`src/rtl/paced_p1_encoder.sv`:
```
module paced_p1_encoder #(
  parameter int MIN_INV_PAIRS = 2
) (
  input  logic clk,
  input  logic rst_n,
  input  logic paced_en,
  input  logic period_stb,
  input  logic data_valid,
  output logic p1,
  output logic data_accepted
);
  localparam int CW = $clog2(MIN_INV_PAIRS + 1);
  localparam int MIN_INV_PERIODS = 2 * MIN_INV_PAIRS;

  logic          second_q;
  logic          valid_q;
  logic          p1_q;
  logic [CW-1:0] inv_q;

  wire may_valid = (inv_q == CW'(MIN_INV_PAIRS));
  wire go_valid  = ~valid_q & data_valid & may_valid;
  wire go_inv    = valid_q & ~data_valid;
  wire flip      = go_valid | go_inv;

  always_ff @(posedge clk) begin
    if (!rst_n) begin
      second_q <= 1'b1;
      valid_q  <= 1'b0;
      p1_q     <= 1'b0;
      inv_q    <= '0;
    end else if (!paced_en) begin
      second_q <= 1'b1;
      valid_q  <= 1'b0;
      inv_q    <= '0;
    end else if (period_stb) begin
      second_q <= ~second_q;
      if (second_q) begin
        valid_q <= valid_q ^ flip;
        p1_q    <= flip ? p1_q : ~p1_q;
        if (go_inv)
          inv_q <= CW'(1);
        else if (go_valid)
          inv_q <= '0;
        else if (!valid_q && !may_valid)
          inv_q <= inv_q + CW'(1);
      end
    end
  end

  assign p1            = p1_q;
  assign data_accepted = valid_q;

  logic [3:0] ck_inv;
  always_ff @(posedge clk) begin
    if (!rst_n || !paced_en)
      ck_inv <= '0;
    else if (period_stb)
      ck_inv <= data_accepted ? 4'd0 : ((ck_inv == 4'hf) ? ck_inv : ck_inv + 4'd1);
  end

  p_no_toggle_without_strobe_r2: assert property (@(posedge clk) disable iff (!rst_n)
    !period_stb |=> $stable(p1));
  p_no_mid_pair_toggle_r2: assert property (@(posedge clk) disable iff (!rst_n)
    (period_stb && paced_en && !second_q) |=> $stable(p1));
  p_enter_valid_holds_r4: assert property (@(posedge clk) disable iff (!rst_n)
    $rose(data_accepted) |-> $stable(p1));
  p_leave_valid_holds_r5: assert property (@(posedge clk) disable iff (!rst_n)
    $fell(data_accepted) |-> $stable(p1));
  p_invalid_minimum_r6: assert property (@(posedge clk) disable iff (!rst_n)
    $rose(data_accepted) |-> (ck_inv >= 4'(MIN_INV_PERIODS)));
  p_disabled_quiet_r8: assert property (@(posedge clk) disable iff (!rst_n)
    !paced_en |=> (!data_accepted && $stable(p1)));
endmodule

```
`config.mk`:
```
export PLATFORM = sky130hd
export DESIGN_NAME = paced_p1_encoder
export DESIGN_NICKNAME = d
export VERILOG_FILES = /design/src/rtl/paced_p1_encoder.sv
export SDC_FILE = /design/constraint.sdc
export NUM_CORES = 1
export LEC_CHECK = 0
export CORE_AREA = 2 2 39 41
export CTS_BUF_LIST = sky130_fd_sc_hd__clkbuf_8 sky130_fd_sc_hd__clkbuf_16
export DETAILED_ROUTE_END_ITERATION = 12
export DIE_AREA = 0 0 41 43
export GPL_TIMING_DRIVEN = 1
export PLACE_DENSITY = 0.53
export SYNTH_ARGS = -nofsm -noshare
export SYNTH_HDL_FRONTEND = slang
export SYNTH_SLANG_ARGS = --single-unit
```
`constraint.sdc`:
```
create_clock -name clk -period 1 [get_ports clk]
set_input_delay 0.15 -clock clk [delete_from_list [all_inputs] [get_ports clk]]
set_output_delay 0.15 -clock clk [all_outputs]
set_load 0.05 [all_outputs]
```
Word level (Yosys, flattened, before mapping) --
Cells that the tools add are included.
Storage, ports and cells: output and inout port bits 2, flip-flop bits (word level) 5, input bits 5, logic and storage cells 27
Operators by class: reduce and logical (&&, ||, !) cells 8, bitwise operators 10, multiplexer cells 3, equal/unequal tests 1, add/subtract/negate cells 1
Operators with widths (number):
- 2-to-1 mux 2 bit | 3
- inverter 1 bit | 5
- AND reduction 2 bit | 2
- AND reduction 4 bit | 1
- AND 1 bit | 3
- AND reduction 3 bit | 1
- nonzero test 3 bit | 1
- adder 2 x 1 -> 2 bit (second input constant) | 1
- == test 2 bit (second input constant) | 1
- zero test 1 bit | 2
- logical AND 1 bit | 1
- OR 1 bit | 1
- XOR 1 bit | 1

Depth between registers and ports, before layout --
depth in word-level cells 6, gate-level depth with buffers 3, mapped depth without buffers 3

Least setup slack after synthesis --
Ideal clock, no wire load.
kind reg2reg, from reg valid_q (netlist: data_accepted), to reg p1_q (netlist: p1), setup time 0.072 ns, buffers on the path 0, required time 0.928 ns, period minus slack after synthesis 1.378 ns, path slack -0.378 ns, arrival time 1.306 ns, cell stages (with the launch flop) 4, cell sequence dfxtp_1 -> nor4bb_1 -> a2111oi_2 -> mux2i_1
Between the ends: word-level cells in the longest chain between the ends 6, elaborated cells between the ends (all ways) 7, those cells by class bitwise (6); reduce/logical (1)
Ends and longest elaborated chain:
- from (decl) | line 16 | logic valid_q;
- from (signal assigned) | line 38 | valid_q <= valid_q ^ flip;
- inverter 1 bit | line 21 | wire go_valid = ~valid_q & data_valid & may_valid;
- AND 1 bit (2 in a row) | line 21
- OR 1 bit * | line 23 | wire flip = go_valid | go_inv;
- inverter 1 bit (no source line) *
- AND reduction 4 bit (no source line) *
- to (signal assigned) | line 39 | p1_q <= flip ? p1_q : ~p1_q;
- to (decl) | line 17 | logic p1_q;
Mark *: on every way between the ends. The rest lies on a longest branch, timed or not. A chain may end at the register's enable or synchronous reset.

Worst setup path in the final report --
from reg inv_q[1], to reg inv_q[0]
Between the ends: word-level cells in the longest chain between the ends 5, elaborated cells between the ends (all ways) 8, those cells by class eq/ne (1); mux (2); bitwise (1); reduce/logical (4)
Ends and longest elaborated chain:
- from (decl) | line 18 | logic [CW-1:0] inv_q;
- from (signal assigned) | line 45 | inv_q <= inv_q + CW'(1);
- == test 2 bit * | line 20 | wire may_valid = (inv_q == CW'(MIN_INV_PAIRS));
- zero test 1 bit | line 44 | else if (!valid_q && !may_valid)
- logical AND 1 bit | line 44
- nonzero test 3 bit (no source line)
- AND reduction 3 bit (no source line)
Marks and branches as above.

==> flow_metrics.py <==
metrics = {
    "placement": {
        "gp_congestion": 0.780,
        "io_buffers": 6,
        "dp_hpwl_um": 483,
        "dp_worst_setup_slack_ns": -0.427,
    },
    "power": {
        "power_frac_seq_pct": 31.3,
        "powerDensity_mw_per_mm2": 1310,
        "irDropWorstVdd_mv": 0.781,
        "power_switching_uw": 158,
        "swShare_pct": 22.9,
        "pwr-share-clk_pct": 52.5,
        "p_int_uw": 533,
        "combinationalPowerShare_pct": 16.2,
        "power_leakage_uw": 0.000210,
        "power.total_uw": 691,
    },
    "clock_tree": {
        "cts-root-buf": "clkbuf_8",
        "clk_pin_slew_worst_paths_ns": 0.04,
        "postCtsHoldBufs": 0,
        "cts-htree-levels": 1,
        "cts_tree": "done",
        "cts_sinks": 5,
        "cts_made_buffers": 3,
        "insertion_delay_ns": 0.22,
        "clockBufferDepth": 2,
    },
    "hold_path": {
        "whs_path_depth": 4,
        "hold_class": "input port to flop",
    },
    "finish": {
        "final_nets": 55,
        "multi_input_area_sq_um": 191,
        "fin_util_pct": 38.1,
        "fillers": 145,
        "drive_gt1_share_pct": 44.9,
        "syn2layout_area_growth_pct": 96.7,
        "seq_area_sq_um": 106,
        "antennaDiodeCount": 0,
    },
    "synthesis": {
        "syn_avg_cell_area_sq_um": 8.93,
        "ys_seq_area_share_pct": 37.4,
        "ys_types": 21,
        "syn_area_sq_um": 268,
        "syn_nets": 35,
        "synthCells": 30,
        "yosysWarnings": 0,
        "ys_ff_latch": 5,
    },
    "run_status": {
        "violations": "negative setup slack",
        "outcome": "complete, but fails checks",
    },
    "die": {
        "core-area_sq_mm": 0.00138,
        "fp-row-count": 14,
        "die-area_sq_mm": 0.00176,
        "start_util_pct": 19.3,
        "die_y_um": 43,
        "ioPinCount": 7,
        "die_w_um": 41,
    },
    "critical_path": {
        "path_class": "flop to flop",
        "critPathMaxFanout": 6,
        "reg2regPathDepth": 2,
        "worstPathRequired_ns": 1.14,
        "critPathCaptureType": "flop",
        "arrival_ns": 1.24,
        "slowest_delay_ns": 0.51,
        "start_kind": "flop",
        "cp_slowest_cell": "or4_1",
        "critical_path.cell_chain": "or4_1, a31oi_1",
    },
    "global_route": {
        "grt_max_degree": 7,
        "grt_pass1_wl_um": 1110,
        "grt_use_met3_pct": 3.66,
        "grt-busiest-layer": "met2",
        "grt_antenna_before_repair": 0,
        "grt_use_total_pct": 9.65,
        "gr-total-overflow": 0,
        "gr-usage-met1_pct": 12.3,
        "grt_pass1_vias": 277,
        "grt_util_met2_pct": 13.1,
    },
    "timing": {
        "drv_slew": 0,
        "fin_crit_sh_pct": 110,
        "tns_ns": -0.235,
        "relSlewSlack_pct": 81.9,
        "finalHoldViolCount": 0,
        "finClkSkew_ns": 0.00251,
        "setup_slack_ns": -0.0965,
        "rsz0062_at_grt": "true",
        "finalCriticalPeriod_ns": 1.10,
        "worst_slew_pin_slew_ns": 0.271,
        "finalSetupViolCount": 3,
        "fmax_mhz": 912,
    },
    "route": {
        "wl_um": 710,
        "num_vias": 298,
        "remaining_drc_errors": 0,
        "dr.pass1.iters": 4,
        "drt_iter0_drc": 3,
        "final_antenna_net_count": 0,
        "via_per_inst": 4.58,
        "wl_per_cell_um": 10.9,
    },
    "job": {
        "drv_cap": 0,
    },
}
==> power by group through the flow <==
stage / Sequential, uW / Clock (uW) / Combinational [uW]
finish: 216 / 363 / 112
floorplan: 229 / 0 / 31.6
global placement: 217 / 0 / 106
global route: 217 / 382 / 121
CTS: 215 / 375 / 109
detailed placement: 217 / 0 / 106
==> cells in the final DEF, fill, tap and decap left out, drive strengths merged <==
cell type      synthesis  final
dlygate4sd2            0      2
and2                   1      1
a21o                   1      1
mux2i                  1      1
clkdlybuf4s50          0      2
a31oi                  1      1
nor4bb                 1      1
nand4b                 1      1
nand2b                 1      1
nor3                   1      1
a2111oi                1      1
or4                    1      1
a21oi                  1      1
dfxtp                  5      5
clkbuf                 0      3
or3b                   1      1
and3b                  1      1
xnor2                  1      1
a41oi                  1      1
nand3                  1      1
buf                    0     11
nand2                  4      4
inv                    3      4
o21ai                  2      2
==> final cells by class <==
class                   instances  share of cell area (%)
well taps                      16                    3.80
clock inverters                 1                   0.713
flip-flops and latches          5                    20.2
inverters                       3                    2.14
multi-input cells              22                    36.3
repair buffers                 15                    29.0
clock buffers                   3                    7.84
==> metrics by stage <==
step / std cells / hold slack, ns / instance area (sq um)
final: 65 / 0.460 / 527
after floorplan: 30 / 0.222 / 272
after global placement: 60 / 0.509 / 432
after global routing: 65 / 0.502 / 527
after detailed placement: 60 / 0.502 / 432
after CTS: 65 / 0.457 / 502
==> synthesized netlist by cell type (all sizes together) <==
master   number  area, sq um
a21o          1         7.51
and2          1         6.26
or4           1         7.51
nor3          1         5.00
dfxtp         5          100
mux2i         1         10.0
inv           3         11.3
a2111oi       1         15.0
and3b         1         10.0
nor4bb        1         10.0
or3b          1         8.76
a41oi         1         8.76
xnor2         1         8.76
a31oi         1         6.26
a21oi         1         5.00
nand2         4         17.5
o21ai         2         10.0
nand3         1         5.00
nand4b        1         8.76
nand2b        1         6.26
==> state kept, by name, summed over array words and instances, names as in the netlist <==
register / flops
data_accepted: 1
p1: 1
inv_q: 2
second_q: 1
==> cell families after synthesis <==
logic type                Yosys count  share of synthesized area, %
AOI/OAI and AO/OA                   7                          19.6
xor gates and xnor gates            1                          3.27
buffers and inverters               3                          4.21
DFF                                 5                          37.4
muxes                               1                          3.74
and+or+nand+nor                    13                          31.8
==> worst max-delay path, delay by kind of cell, from the launching register on <==
family	cells	cell delay [ns]
flip-flops	1	0.34
AO/OA/AOI/OAI	1	0.17
AND/OR/NAND/NOR	1	0.51
==> layer usage <==
layer	vias to the layer above	part of all wire, %
li1	147	-
met3	0	6.6
met5	-	0
met2	11	53
met1	140	40
met4	0	0
==> worst paths after layout <==
check	start	endpoint	slack (ns)
worst max register to register	inv_q[1]	inv_q[0]	-0.1
worst max-delay path	inv_q[1]	inv_q[0]	-0.1
worst min-delay path	period_stb	second_q	0.46
worst min register to register	p1	p1	0.50
==> what timing repair did <==
item,CTS,global route
endpoints found under the setup margin,4,5
resized for setup,5,5
setup buffers,1,0
pin swaps,3,2
endpoints found under the hold margin,0,0
Note: power is estimated with default switching activity, not from simulation.
